[src/rtl/cvt_seq_pkg.sv]
package cvt_seq_pkg;

    typedef enum logic [1:0] {
        ST_STBY = 2'b00,
        ST_WAKE = 2'b01,
        ST_CAL  = 2'b10,
        ST_CONV = 2'b11
    } seq_state_e;

    typedef enum logic [1:0] {
        LEN_CAL   = 2'd0,
        LEN_FIRST = 2'd1,
        LEN_NEXT  = 2'd2
    } len_sel_e;

    typedef struct packed {
        logic valid;
        logic is_cal;
    } pend_cmd_t;

    typedef struct packed {
        seq_state_e nxt;
        logic       load;
        len_sel_e   len_sel;
        logic       done;
        logic       cal_start;
        logic       conv_start;
    } step_t;

    function automatic int max4(input int a, input int b, input int c, input int d);
        int m;
        m = a;
        if (b > m) m = b;
        if (c > m) m = c;
        if (d > m) m = d;
        return m;
    endfunction

    // Step record that starts a calibration or a first conversion word.
    function automatic step_t launch(input logic as_cal);
        step_t s;
        s.nxt        = as_cal ? ST_CAL : ST_CONV;
        s.load       = 1'b1;
        s.len_sel    = as_cal ? LEN_CAL : LEN_FIRST;
        s.done       = 1'b0;
        s.cal_start  = as_cal;
        s.conv_start = !as_cal;
        return s;
    endfunction

endpackage

[src/rtl/cvt_in_sync.sv]
module cvt_in_sync #(
    parameter int W      = 2,
    parameter int STAGES = 2
) (
    input  logic         clk,
    input  logic         rst,
    input  logic [W-1:0] async_i,
    output logic [W-1:0] lvl_o,
    output logic         rise0_o
);
    logic       prev0_q;

    for (genvar b = 0; b < W; b++) begin : g_bit
        logic [STAGES-1:0] sh_q;
        always_ff @(posedge clk) begin
            if (rst) sh_q <= '0;
            else     sh_q <= {sh_q[STAGES-2:0], async_i[b]};
        end
        assign lvl_o[b] = sh_q[STAGES-1];
    end

    always_ff @(posedge clk) begin
        if (rst) prev0_q <= 1'b0;
        else     prev0_q <= lvl_o[0];
    end

    assign rise0_o = lvl_o[0] && !prev0_q;

    AST_RISE_SINGLE: assert property (@(posedge clk) disable iff (rst)
        rise0_o |=> !rise0_o);

endmodule

[src/rtl/cvt_cycle_timer.sv]
module cvt_cycle_timer #(
    parameter int            CW      = 12,
    parameter logic [CW-1:0] RST_VAL = '0
) (
    input  logic          clk,
    input  logic          rst,
    input  logic          load_i,
    input  logic [CW-1:0] load_val_i,
    output logic [CW-1:0] cnt_o,
    output logic          zero_o
);
    logic [CW-1:0] cnt_q;

    always_ff @(posedge clk) begin
        if (rst)                cnt_q <= RST_VAL;
        else if (load_i)        cnt_q <= load_val_i;
        else if (cnt_q != '0)   cnt_q <= cnt_q - 1'b1;
    end

    assign cnt_o  = cnt_q;
    assign zero_o = (cnt_q == '0);

    AST_TIMER_HOLD_ZERO: assert property (@(posedge clk) disable iff (rst)
        (zero_o && !load_i) |=> zero_o);

endmodule

[src/rtl/cvt_sequencer.sv]
module cvt_sequencer
    import cvt_seq_pkg::*;
#(
    parameter int WAKE_CYC       = 1800,
    parameter int CAL_CYC        = 3246,
    parameter int CONV_FIRST_CYC = 1624,
    parameter int CONV_NEXT_CYC  = 1622,
    parameter int SYNC_STAGES    = 2
) (
    input  logic       clk,
    input  logic       rst,
    input  logic       cal_i,
    input  logic       conv_i,
    output logic [1:0] state_o,
    output logic       wake_busy_o,
    output logic       cal_busy_o,
    output logic       conv_busy_o,
    output logic       cal_start_o,
    output logic       conv_start_o,
    output logic       conv_done_o
);
    localparam int            MAXC     = max4(WAKE_CYC, CAL_CYC, CONV_FIRST_CYC, CONV_NEXT_CYC);
    localparam int            CW       = $clog2(MAXC + 1);
    localparam logic [CW-1:0] WAKE_LD  = CW'(WAKE_CYC - 1);
    localparam logic [CW-1:0] CAL_LD   = CW'(CAL_CYC - 1);
    localparam logic [CW-1:0] FIRST_LD = CW'(CONV_FIRST_CYC - 1);
    localparam logic [CW-1:0] NEXT_LD  = CW'(CONV_NEXT_CYC - 1);

    logic [1:0]    lvl;
    logic          conv_lvl, cal_lvl, conv_rise;
    logic [CW-1:0] t_cnt, load_val;
    logic          t_zero;
    seq_state_e    st_q;
    pend_cmd_t     pend_q, pend_n;
    step_t         step;
    logic          done_q, cal_start_q, conv_start_q;

    // Bit 0 carries the start pin so its edge is detected.
    cvt_in_sync #(.W(2), .STAGES(SYNC_STAGES)) u_sync (
        .clk     (clk),
        .rst     (rst),
        .async_i ({cal_i, conv_i}),
        .lvl_o   (lvl),
        .rise0_o (conv_rise)
    );
    assign conv_lvl = lvl[0];
    assign cal_lvl  = lvl[1];

    cvt_cycle_timer #(.CW(CW), .RST_VAL(WAKE_LD)) u_timer (
        .clk        (clk),
        .rst        (rst),
        .load_i     (step.load),
        .load_val_i (load_val),
        .cnt_o      (t_cnt),
        .zero_o     (t_zero)
    );

    always_comb begin
        step = '{nxt: st_q, load: 1'b0, len_sel: LEN_CAL, done: 1'b0,
                 cal_start: 1'b0, conv_start: 1'b0};
        pend_n = pend_q;
        case (st_q)
            ST_WAKE: begin
                if (conv_lvl) begin
                    pend_n.valid  = 1'b1;
                    pend_n.is_cal = cal_lvl;
                end
                if (t_zero) begin
                    if (pend_n.valid) step = launch(pend_n.is_cal);
                    else              step.nxt = ST_STBY;
                end
            end
            ST_STBY: begin
                if (conv_rise) step = launch(cal_lvl);
            end
            ST_CAL: begin
                if (conv_rise && cal_lvl) step = launch(1'b1);
                else if (t_zero) begin
                    if (conv_lvl) step = launch(1'b0);
                    else          step.nxt = ST_STBY;
                end
            end
            ST_CONV: begin
                if (conv_rise) step = launch(cal_lvl);
                else if (t_zero) begin
                    step.done = 1'b1;
                    if (conv_lvl) begin
                        step.load    = 1'b1;
                        step.len_sel = LEN_NEXT;
                    end else begin
                        step.nxt = ST_STBY;
                    end
                end
            end
            default: step.nxt = ST_STBY;
        endcase
    end

    always_comb begin
        case (step.len_sel)
            LEN_CAL:   load_val = CAL_LD;
            LEN_FIRST: load_val = FIRST_LD;
            LEN_NEXT:  load_val = NEXT_LD;
            default:   load_val = FIRST_LD;
        endcase
    end

    always_ff @(posedge clk) begin
        if (rst) begin
            st_q         <= ST_WAKE;
            pend_q       <= '0;
            done_q       <= 1'b0;
            cal_start_q  <= 1'b0;
            conv_start_q <= 1'b0;
        end else begin
            st_q         <= step.nxt;
            pend_q       <= pend_n;
            done_q       <= step.done;
            cal_start_q  <= step.cal_start;
            conv_start_q <= step.conv_start;
        end
    end

    assign state_o      = st_q;
    assign wake_busy_o  = (st_q == ST_WAKE);
    assign cal_busy_o   = (st_q == ST_CAL);
    assign conv_busy_o  = (st_q == ST_CONV);
    assign cal_start_o  = cal_start_q;
    assign conv_start_o = conv_start_q;
    assign conv_done_o  = done_q;

    AST_WAKE_ONCE: assert property (@(posedge clk) disable iff (rst)
        (st_q != ST_WAKE) |=> (st_q != ST_WAKE));

    AST_STBY_LEAVE_ON_EDGE: assert property (@(posedge clk) disable iff (rst)
        ($past(st_q) == ST_STBY && st_q != ST_STBY) |-> $past(conv_rise));

    AST_CAL_EXIT_AT_END: assert property (@(posedge clk) disable iff (rst)
        ($past(st_q) == ST_CAL && st_q == ST_STBY) |-> $past(t_zero));

    AST_CAL_CHAINS: assert property (@(posedge clk) disable iff (rst)
        ($past(st_q) == ST_CAL && $past(t_zero) && $past(conv_lvl) && !$past(conv_rise))
        |-> (st_q == ST_CONV));

    AST_DONE_FROM_CONV: assert property (@(posedge clk) disable iff (rst)
        conv_done_o |-> ($past(st_q) == ST_CONV && $past(t_zero)));

    AST_DONE_PULSE: assert property (@(posedge clk) disable iff (rst)
        conv_done_o |=> !conv_done_o);

    AST_CONV_START_STATE: assert property (@(posedge clk) disable iff (rst)
        conv_start_o |-> (st_q == ST_CONV));

    AST_CAL_START_STATE: assert property (@(posedge clk) disable iff (rst)
        cal_start_o |-> (st_q == ST_CAL));

endmodule

[config.mk]
export PLATFORM = sky130hd
export DESIGN_NAME = cvt_sequencer
export DESIGN_NICKNAME = d
export VERILOG_FILES = /design/src/rtl/cvt_seq_pkg.sv /design/src/rtl/cvt_in_sync.sv /design/src/rtl/cvt_cycle_timer.sv /design/src/rtl/cvt_sequencer.sv
export SDC_FILE = /design/constraint.sdc
export NUM_CORES = 1
export LEC_CHECK = 0
export BUFFER_PORTS_ARGS = -buffer_cell sky130_fd_sc_hd__buf_2
export CAP_MARGIN = 10
export CORE_ASPECT_RATIO = 0.7
export CORE_MARGIN = 8
export CORE_UTILIZATION = 43
export DETAILED_ROUTE_END_ITERATION = 8
export GPL_ROUTABILITY_DRIVEN = 0
export PLACE_DENSITY_LB_ADDON = 0.08
export SYNTH_ARGS = -nofsm -noshare
export SYNTH_HDL_FRONTEND = slang
export SYNTH_SLANG_ARGS = --single-unit
[constraint.sdc]
create_clock -name clk -period 1.86 [get_ports clk]
set_input_delay 0.186 -clock clk [delete_from_list [all_inputs] [get_ports clk]]
set_output_delay 0.186 -clock clk [all_outputs]
set_load 0.005 [all_outputs]
==> results of run 1 <==
-- synthesized netlist by cell type (2+ instances only) --
| master | count |
|---|---|
| nor4_1 | 2 |
| nor2b_1 | 9 |
| a21oi_1 | 13 |
| nor3_1 | 7 |
| ha_1 | 2 |
| xnor2_1 | 3 |
| o211ai_1 | 4 |
| inv_1 | 8 |
| nand2_1 | 11 |
| buf_2 | 2 |
| nand4_1 | 2 |
| nor2_1 | 15 |
| nand2b_1 | 3 |
| clkbuf_1 | 2 |
| mux2i_1 | 2 |
| o21bai_1 | 2 |
| dfxtp_1 | 24 |
| o21ai_0 | 6 |
| xor2_1 | 2 |
-- layer usage --
metal	wire, µm	up-vias	GRT usage, %
met5	0	-	0
met4	13	0	2.36
met3	140	2	4.35
met2	1030	21	16.2
met1	1470	461	17.2
li1	-	523	-
-- layout make-up --
| type | instances | area share [%] |
|---|---|---|
| Tap cell | 36 | 3.29 |
| Multi-Input combinational cell | 102 | 47.0 |
| Timing Repair Buffer | 19 | 8.41 |
| Sequential cell | 24 | 35.1 |
| Clock buffer | 4 | 4.02 |
| Inverter | 8 | 2.19 |
-- cells by family after synthesis --
group | count (synthesis) | share of synthesized area [%]
and+or+nand+nor | 60 | 28.6
AOI/OAI and AO/OA | 33 | 18.3
DFF | 24 | 40.9
buffers and inverters | 13 | 4.68
xor gates and xnor gates | 5 | 3.72
muxes | 2 | 1.70
adders and majority gates | 2 | 2.13
-- metrics by stage --
step                      instance area (µm²)  setup slack, ns  instances
after floorplan                          1180            0.238        139
after global placement                   1310            0.213        189
after detailed placement                 1310            0.154        189
after CTS                                1370            0.134        193
after global routing                     1370          0.00995        193
final                                    1370           0.0982        193
-- flip-flops by register name, summed over array words and instances, names as in the netlist --
signal / flops
cal_start_o: 1
state_o: 2
u_sync.prev0_q: 1
u_timer.cnt_o: 12
conv_start_o: 1
pend_q: 2
conv_done_o: 1
u_sync.g_bit.sh_q: 4
-- report_power, final --
part | switching, mW | internal (mW)
logic | 0.0392 | 0.0304
registers | 0.0118 | 0.526
clock network | 0.159 | 0.189
-- worst min path at each step --
stage	start	endpoint	slack (ns)
CTS	conv_i	u_sync.g_bit[0].sh_q[0]$_SDFF_PP0_	0.12
floorplan	rst	u_sync.g_bit[0].sh_q[0]$_SDFF_PP0_	0.26
global placement	cal_i	u_sync.g_bit[1].sh_q[0]$_SDFF_PP0_	0.40
detailed placement	conv_i	u_sync.g_bit[0].sh_q[0]$_SDFF_PP0_	0.40
global route	conv_i	u_sync.g_bit[0].sh_q[0]$_SDFF_PP0_	0.12
finish	cal_i	u_sync.g_bit[1].sh_q[0]$_SDFF_PP0_	0.13
-- worst max-delay path, delay by kind of cell, from the launching register on --
| kind | cells | cell delay, ns |
|---|---|---|
| compound gates | 2 | 0.32 |
| fa+ha+maj | 1 | 0.22 |
| buf+inv | 1 | 0.08 |
| flops | 1 | 0.39 |
| simple gates | 3 | 0.66 |
==> metrics.md, run 1 <==
| Metric | Value |
|---|---|
| Status | `finished clean` |
| First drt pass iteration count | `4` |
| Drt wl/cell | `13.8 µm` |
| Core area | `2700 µm²` |
| Fmax | `568 MHz` |
| Fill cells | `281` |
| PD cells | `~700 nW/µm²` |
| Critical Path Fanout Max | `9` |
| Number of gates resized after cts | `0` |
| Max-cap violations | `0` |
| Largest net degree at the start of global routing | `16` |
| Antenna diode count | `0` |
| Final Setup Violations | `0` |
| Initial DRC count | `92` |
| Total congestion overflow | `0` |
| Vias in the first global route | `927` |
| Vias/cell | `about 5.2` |
| Async SR Flop Fraction | `0%` |
| Total GRT Usage | `a little under an eighth` |
| Io pins | `12` |
| IO Port Bufs | `11` |
| Die Span X | `78.5 µm` |
| Clock root buffer | `clkbuf_8` |
| Hold Path Stages | `2` |
| Fin crit share | `94.7%` |
| CTS HTree Levels | `1` |
| Postcts setup bufs | `0` |
| Distinct cells, synth | `39` |
| Final Power | `0.955 mW` |
| Crit path capture type | `flip-flop` |
| Ys flop type | `dfxtp_1` |
| Most common cell after layout, fill and taps aside | `dfxtp_1` |
| CTS tree | `built` |
| First-pass GRT wire length | `4.47 mm` |
| Clock Skew | `0.00170 ns` |
| Kind of critical path | `reg2reg` |
| Worst Hold Class | `in2reg` |
| RSZ-0062 raised after global routing | `no` |
| Final TNS setup | `0 ns` |
| Site Rows | `16` |
| Mapped Area | `between 1000 and 1500 µm²` |
| Synthesized flop and latch total | `24` |
| Routed vias | `around 1000` |
| Nets@finish | `164` |
| Clock Sinks | `24` |
| Sequential cell area fraction in the yosys report | `40.9%` |
| Most frequent cells in the layout | `dfxtp_1 (24), nor2_1 (15), a21oi_1 (13)` |
| Share of cells above drive strength 1 | `a little under a fifth` |
| Synthesized area per cell | `8.46 µm²` |
| DRC Markers | `0` |
| Worst Path Required | `2.02 ns` |
| Area leader, netlist | `dfxtp_1` |
| Leakage power total | `0.560 nW` |
| Hold Buf Count CTS | `0` |
| Clk_lat worst skew | `roughly 0.26 ns` |
| Dpl hpwl | `approximately 2 mm` |
| FF/Latch Area | `480 µm²` |
| Crit-path cells | `inv_1 > ha_1 > nor2b_2 > nand4_4 > a22oi_2 > or2_1 > a31o_1` |
| Critical R2R Launch | `u_timer.cnt_o[0]$_SDFFE_PP1P_` |
| Worst r2r path cells | `7` |
| Final Hold Fails | `0` |
| Synth area leaders | `dfxtp_1 (41%), a21oi_1 (5.5%), nor2_1 (4.8%)` |
| Crit-path max cell delay | `0.39 ns` |
| Chip height | `59.8 µm` |
| Worst IR drop on VDD | `roughly 400 µV` |
| Synth Net Count | `~150` |
| Worst setup path start | `u_timer.cnt_o[0]$_SDFFE_PP1P_` |
| Post-route ant nets | `0` |
| Reg clk slew, reported paths | `0.08 ns` |
| Crit start category | `flip-flop` |
| CTS Buf Count | `3` |
| Detailed Route WL | `2.66 mm` |
| Crit path DAT | `1.92 ns` |
| Max Transition Viols Final | `0` |
| Yosys warnings | `0` |
| Clock buffer depth | `2` |
| Tmin final | `about 1.8 ns` |
| WHS | `roughly 0.13 ns` |
| Relative max-transition margin | `about 75%` |
| Die area | `4690 µm²` |
| CP endpoint | `u_timer.cnt_o[9]$_SDFFE_PP1P_` |
| Multi-input logic area | `between 600 and 700 µm²` |
| Initial antenna violation count | `0` |
| Gate Count Post-Synth | `139` |
| Initial Utilization | `43.5%` |
| Slowest stage cell, crit path | `dfxtp_1` |
| EDFF count, synth | `0` |
| Worst reg2reg setup slack | `about 0.1 ns` |
| Final core utilization | `50.6%` |
| Top cell type's share of synthesized area | `40.9%` |
| Area delta synth->final | `16.4%` |
| Worst Tran Pin Value | `0.378 ns` |
| Worst R2R End | `u_timer.cnt_o[9]$_SDFFE_PP1P_` |
Power figures use the tool's default switching activity.
==> inputs of run 2 (changes only) <==
==> constraint.sdc (replaced) <==
create_clock -name clk -period 1.86 [get_ports clk]
set_input_delay 0 -clock clk [delete_from_list [all_inputs] [get_ports clk]]
set_output_delay 0 -clock clk [all_outputs]
set_load 0.005 [all_outputs]
==> run 2 against run 1 <==
Effect of this change:
- clock skew about the same
- die area unchanged
- design area increased by 1.5%
- routed wire length increased by 0.19%
- flip-flop and latch count unchanged
- register-to-register slack about the same
- worst hold slack got worse by 0.034 ns
- global-route usage increased by 0.064 points
- sequential share of layout area decreased by 0.51 points
- worst setup slack about the same
- highest routed layer unchanged
==> metrics.md, run 2 (synthesized netlist as in run 1, its figures left out) <==
| Metric | Value |
|---|---|
| Status | `finished clean` |
| Final Setup Violations | `0` |
| Die area | `4690 µm²` |
| Final core utilization | `51.4%` |
| Io pins | `12` |
| Leakage power total | `~0.57 nW` |
| Crit-path cells | `inv_1 > ha_1 > nor2b_2 > nand4_4 > a22oi_2 > or2_1 > a31o_1` |
| Crit start category | `flip-flop` |
| Total congestion overflow | `0` |
| First-pass GRT wire length | `4.50 mm` |
| Share of power burned in registers | `56.1%` |
| First drt pass iteration count | `4` |
| Chip height | `between 50 and 60 µm` |
| Psw | `0.210 mW` |
| Initial antenna violation count | `0` |
| Clk_lat worst skew | `0.26 ns` |
| Initial Utilization | `43.5%` |
| CTS Buf Count | `3` |
| Total GRT Usage | `12.0%` |
| Net Sw Frac | `between 20% and 30%` |
| Fin crit share | `94.7%` |
| Max reg flops | `12` |
| Dpl hpwl | `about 2 mm` |
| Critical Path Fanout Max | `9` |
| Vias in the first global route | `946` |
| Clock buffer depth | `2` |
| Site Rows | `16` |
| Max Transition Viols Final | `0` |
| Antenna diode count | `0` |
| Routed vias | `1017` |
| Max-cap violations | `0` |
| FF/Latch Area | `480 µm²` |
| Vias/cell | `5.22` |
| RSZ-0062 raised after global routing | `no` |
| Kind of critical path | `reg2reg` |
| Clock Sinks | `24` |
| Clock power frac | `36.3%` |
| Die Span X | `78.5 µm` |
| Clock root buffer | `clkbuf_8` |
| CTS HTree Levels | `1` |
| Core area | `2700 µm²` |
| Reg clk slew, reported paths | `around 0.080 ns` |
| DRC Markers | `0` |
| Fmax | `between 500 and 600 MHz` |
| Final TNS setup | `0 ns` |
| Nets@finish | `166` |
| Combinational fraction of design power | `under 10%` |
| Largest net degree at the start of global routing | `16` |
| Initial DRC count | `98` |
| Post-route ant nets | `0` |
| WP buf/inv | `1` |
| Crit path capture type | `flip-flop` |
| Worst IR drop on VDD | `398 µV` |
| Area delta synth->final | `18.1%` |
| Final Hold Fails | `0` |
| Clock Skew | `between 0.0015 and 0.002 ns` |
| Most frequent cells in the layout | `dfxtp_1 (24), nor2_1 (15), a21oi_1 (13)` |
| Postcts setup bufs | `0` |
| Final Power | `0.958 mW` |
| Crit-path max cell delay | `between 0.3 and 0.4 ns` |
| Drt wl/cell | `13.6 µm` |
| Worst Tran Pin Value | `0.378 ns` |
| Top delay family on crit path | `simple AND/OR/NAND/NOR gates` |
| Fill cells | `280` |
| Multi-input logic area | `roughly 640 µm²` |
| Relative max-transition margin | `roughly three quarters` |
| IO Port Bufs | `11` |
| Crit path DAT | `1.92 ns` |
| Worst Path Required | `2.02 ns` |
| Share of cells above drive strength 1 | `18.2%` |
| Worst Hold Class | `in2reg` |
| Tmin final | `1.76 ns` |
| Slowest stage cell, crit path | `dfxtp_1` |
| Detailed Route WL | `2.66 mm` |
| Most common cell after layout, fill and taps aside | `dfxtp_1` |
| Int Power | `~0.75 mW` |
| CTS tree | `built` |
| PD cells | `690 nW/µm²` |
## run 2: cell types whose count changed in the layout (fill, tap and decap cells not counted)
cell / before / now
dlygate4sd3_1: 0 / 2
## run 2: worst reg2reg max path, cell delays in order (launching register included)
cell,delay [ns]
dfxtp_1,0.39
inv_1,0.08
ha_1,0.22
nor2b_2,0.18
nand4_4,0.16
a22oi_2,0.11
or2_1,0.32
a31o_1,0.21
## run 2: power groups by stage
stage	combinational [mW]	sequential, mW	clock (mW)
global placement	0.0666	0.550	0
CTS	0.0719	0.538	0.363
detailed placement	0.0684	0.550	0
global route	0.0832	0.540	0.381
finish	0.0728	0.538	0.347
floorplan	0.0493	0.548	0
## run 2: what timing repair did
| item | 4_1_cts | 5_1_grt |
|---|---|---|
| hold buffers | 2 | 0 |
| resized for setup | 0 | 1 |
| setup endpoints to repair | 0 | 6 |
| endpoints found under the hold margin | 2 | 0 |
## run 2: path summary, 6_finish.rpt
| check | startpoint | endpoint | slack (ns) | depth (start not counted) |
|---|---|---|---|---|
| worst max-delay path | u_timer.cnt_o[0]$_SDFFE_PP1P_ | u_timer.cnt_o[9]$_SDFFE_PP1P_ | 0.1 | 7 |
| worst min-delay path | rst | pend_q[0]$_SDFFE_PP0P_ | 0.1 | 2 |
| worst max register to register | u_timer.cnt_o[0]$_SDFFE_PP1P_ | u_timer.cnt_o[9]$_SDFFE_PP1P_ | 0.1 | 7 |
| worst min register to register | u_sync.g_bit[0].sh_q[0]$_SDFF_PP0_ | u_sync.g_bit[0].sh_q[1]$_SDFF_PP0_ | 0.44 | 1 |
## run 2: area by class of cell
cell class | count | area share [%]
timing repair buffer | 21 | 9.73
sequential | 24 | 34.6
clock buffer | 4 | 3.96
inverter | 8 | 2.16
tap | 36 | 3.24
multi-input combinational | 102 | 46.3
## run 2: metal layers
metal	wire [µm]	share of wire, %	GRT usage, %
met5	0	0	0
met4	13	0.49	2.36
met3	140	5.3	4.35
met2	1040	39	16.5
met1	1470	55	17.2
## run 2: through the flow
stage,hold slack (ns),area (µm²),instances,setup WS [ns]
finish,0.0954,1390,195,0.0981
global route,0.100,1390,195,0.00995
CTS,0.0846,1390,195,0.134
detailed placement,0.218,1310,189,0.154
global placement,0.214,1310,189,0.213
floorplan,0.0716,1180,139,0.238
==> inputs of run 3 (changes only) <==
CELL_PAD_IN_SITES_DETAIL_PLACEMENT = 0   (was unset)
CELL_PAD_IN_SITES_GLOBAL_PLACEMENT = 1   (was unset)
CORE_UTILIZATION = 42   (was 43)
GPL_TIMING_DRIVEN = 0   (was unset)
clock period = 1.9 ns   (was 1.86 ns; I/O delays follow)
==> run 3 against run 2 <==
Effect of this change:
- non-clock buffer count is 3 higher
- maximum frequency down 2.0%
- clock-buffer cell count down 1
- clock power rose by 29%
- register-to-register slack is essentially flat
- worst setup slack better by 0.0047 ns
- critical path depth down 2
- sequential share of layout area fell by 1.2 points
- first-iteration DRC count rose by 22%
- via count grew 3.8%
- critical path type unchanged
==> metrics.md, run 3 (synthesized netlist as in run 1, its figures left out) <==
| Metric | Value |
|---|---|
| Status | `finished clean` |
| Post-route ant nets | `0` |
| Setup WS pre-CTS | `~0.14 ns` |
| DRC Markers | `0` |
| PD cells | `roughly 730 nW/µm²` |
| Initial Utilization | `43.2%` |
| Initial DRC count | `120` |
| Max reg flops | `12` |
| Site Rows | `16` |
| Nets@finish | `169` |
| Relative max-transition margin | `69.0%` |
| First drt pass iteration count | `4` |
| Fmax | `556 MHz` |
| CTS HTree Levels | `1` |
| Crit path capture type | `flip-flop` |
| Int Power | `~0.83 mW` |
| Inst Count DP | `186` |
| Share of cells above drive strength 1 | `18.5%` |
| Crit start category | `flip-flop` |
| First-pass GRT wire length | `approximately 4.5 mm` |
| Core area | `approximately 2700 µm²` |
| Leakage power total | `0.586 nW` |
| Worst Hold Class | `in2reg` |
| WHS | `0.0421 ns` |
| Clock Sinks | `24` |
| Most common cell after layout, fill and taps aside | `dfxtp_1` |
| Crit path DAT | `2.00 ns` |
| Final core utilization | `52.8%` |
| Worst reg2reg setup slack | `0.10 ns` |
| Final Setup Violations | `0` |
| Worst Path Required | `2.11 ns` |
| Detailed Route WL | `2.60 mm` |
| Final Power | `roughly 1.0 mW` |
| Most frequent cells in the layout | `dfxtp_1 (24), nor2_1 (15), buf_2 (13)` |
| Fill cells | `267` |
| Dpl hpwl | `1.88 mm` |
| Die area | `between 4000 and 5000 µm²` |
| Critical Path Fanout Max | `7` |
| Psw | `0.218 mW` |
| Clock root buffer | `clkbuf_8` |
| Net Sw Frac | `20.8%` |
| Total GRT Usage | `11.8%` |
| Clock Skew | `~0.0033 ns` |
| Drt wl/cell | `roughly 13 µm` |
| CTS tree | `built` |
| Final Hold Fails | `0` |
| Antenna diode count | `0` |
| Post-Layout Cell Count | `198` |
| Largest net degree at the start of global routing | `15` |
| Tmin final | `roughly 1.8 ns` |
| Max Transition Viols Final | `0` |
| Max-cap violations | `0` |
| Setup ws final | `0.103 ns` |
| Fin crit share | `94.6%` |
| Worst Tran Pin Value | `0.464 ns` |
| Initial antenna violation count | `0` |
| Vias in the first global route | `957` |
| Total congestion overflow | `0` |
| Reg clk slew, reported paths | `0.09 ns` |
| Clk_lat worst skew | `0.27 ns` |
| Kind of critical path | `reg2reg` |
| IO Port Bufs | `11` |
| Io pins | `12` |
| Combinational fraction of design power | `6.8%` |
| Routed vias | `1056` |
| Clock power frac | `42.8%` |
| Share of power burned in registers | `50.3%` |
| Chip height | `60.3 µm` |
| Die Span X | `79.3 µm` |
| Vias/cell | `between 5 and 6` |
| Area delta synth->final | `22.2%` |
| Clock buffer depth | `2` |
| Worst IR drop on VDD | `roughly 410 µV` |
| CTS Buf Count | `3` |
-- run 3: through the flow --
stage                     TNS (ns)  area, µm²
final                            0       1440
after floorplan                  0       1180
after global routing      -0.00395       1440
after detailed placement         0       1280
after global placement           0       1280
after CTS                        0       1390
-- run 3: critical path: stages, from the launching register on --
cell     delay (ns)
dfxtp_1        0.36
nor4_4         0.43
nand4_4        0.21
o31a_1         0.45
buf_4          0.17
a21oi_1        0.10
-- run 3: power by group through the flow --
stage          combinational, mW  clock [mW]  sequential, mW
2_1_floorplan             0.0483           0           0.536
3_3_place_gp              0.0622           0           0.539
3_5_place_dp              0.0633           0           0.539
4_1_cts                   0.0696       0.459           0.527
5_1_grt                   0.0812       0.483           0.530
6_report                  0.0716       0.449           0.527
-- run 3: worst paths after layout --
kind / start / endpoint / depth (start not counted)
setup / recovery: u_timer.cnt_o[5]$_SDFFE_PP0P_ / u_timer.cnt_o[7]$_SDFFE_PP0P_ / 5
hold / removal: rst / u_timer.cnt_o[1]$_SDFFE_PP1P_ / 3
setup reg to reg: u_timer.cnt_o[5]$_SDFFE_PP0P_ / u_timer.cnt_o[7]$_SDFFE_PP0P_ / 5
hold reg to reg: u_sync.g_bit[0].sh_q[0]$_SDFF_PP0_ / u_sync.g_bit[0].sh_q[1]$_SDFF_PP0_ / 1
-- run 3: layout make-up --
type	instances	area (µm²)	share of cell area (%)
multi-input combinational	102	661	46.0
clock buffer	3	41.3	2.87
buffer	5	25.0	1.74
sequential	24	480	33.4
tap	36	45.0	3.13
clock inverter	1	30.0	2.09
inverter	8	30.0	2.09
timing repair buffer	19	125	8.70
-- run 3: metal layers --
layer	vias to the layer above	part of all wire, %	GRT usage, %	wire length (µm)
met2	24	40	16.8	1040
met5	-	0	0	0
met4	0	0.50	2.89	13
met1	500	53	16.3	1370
met3	2	6.5	4.20	169
li1	530	-	-	-
-- run 3: what timing repair did --
item | 4_1_cts | 5_1_grt
gates resized for setup | 0 | 4
hold buffers | 4 | 0
buffers inserted | 0 | 4
endpoints found under the hold margin | 2 | 0
endpoints found under the setup margin | 0 | 10
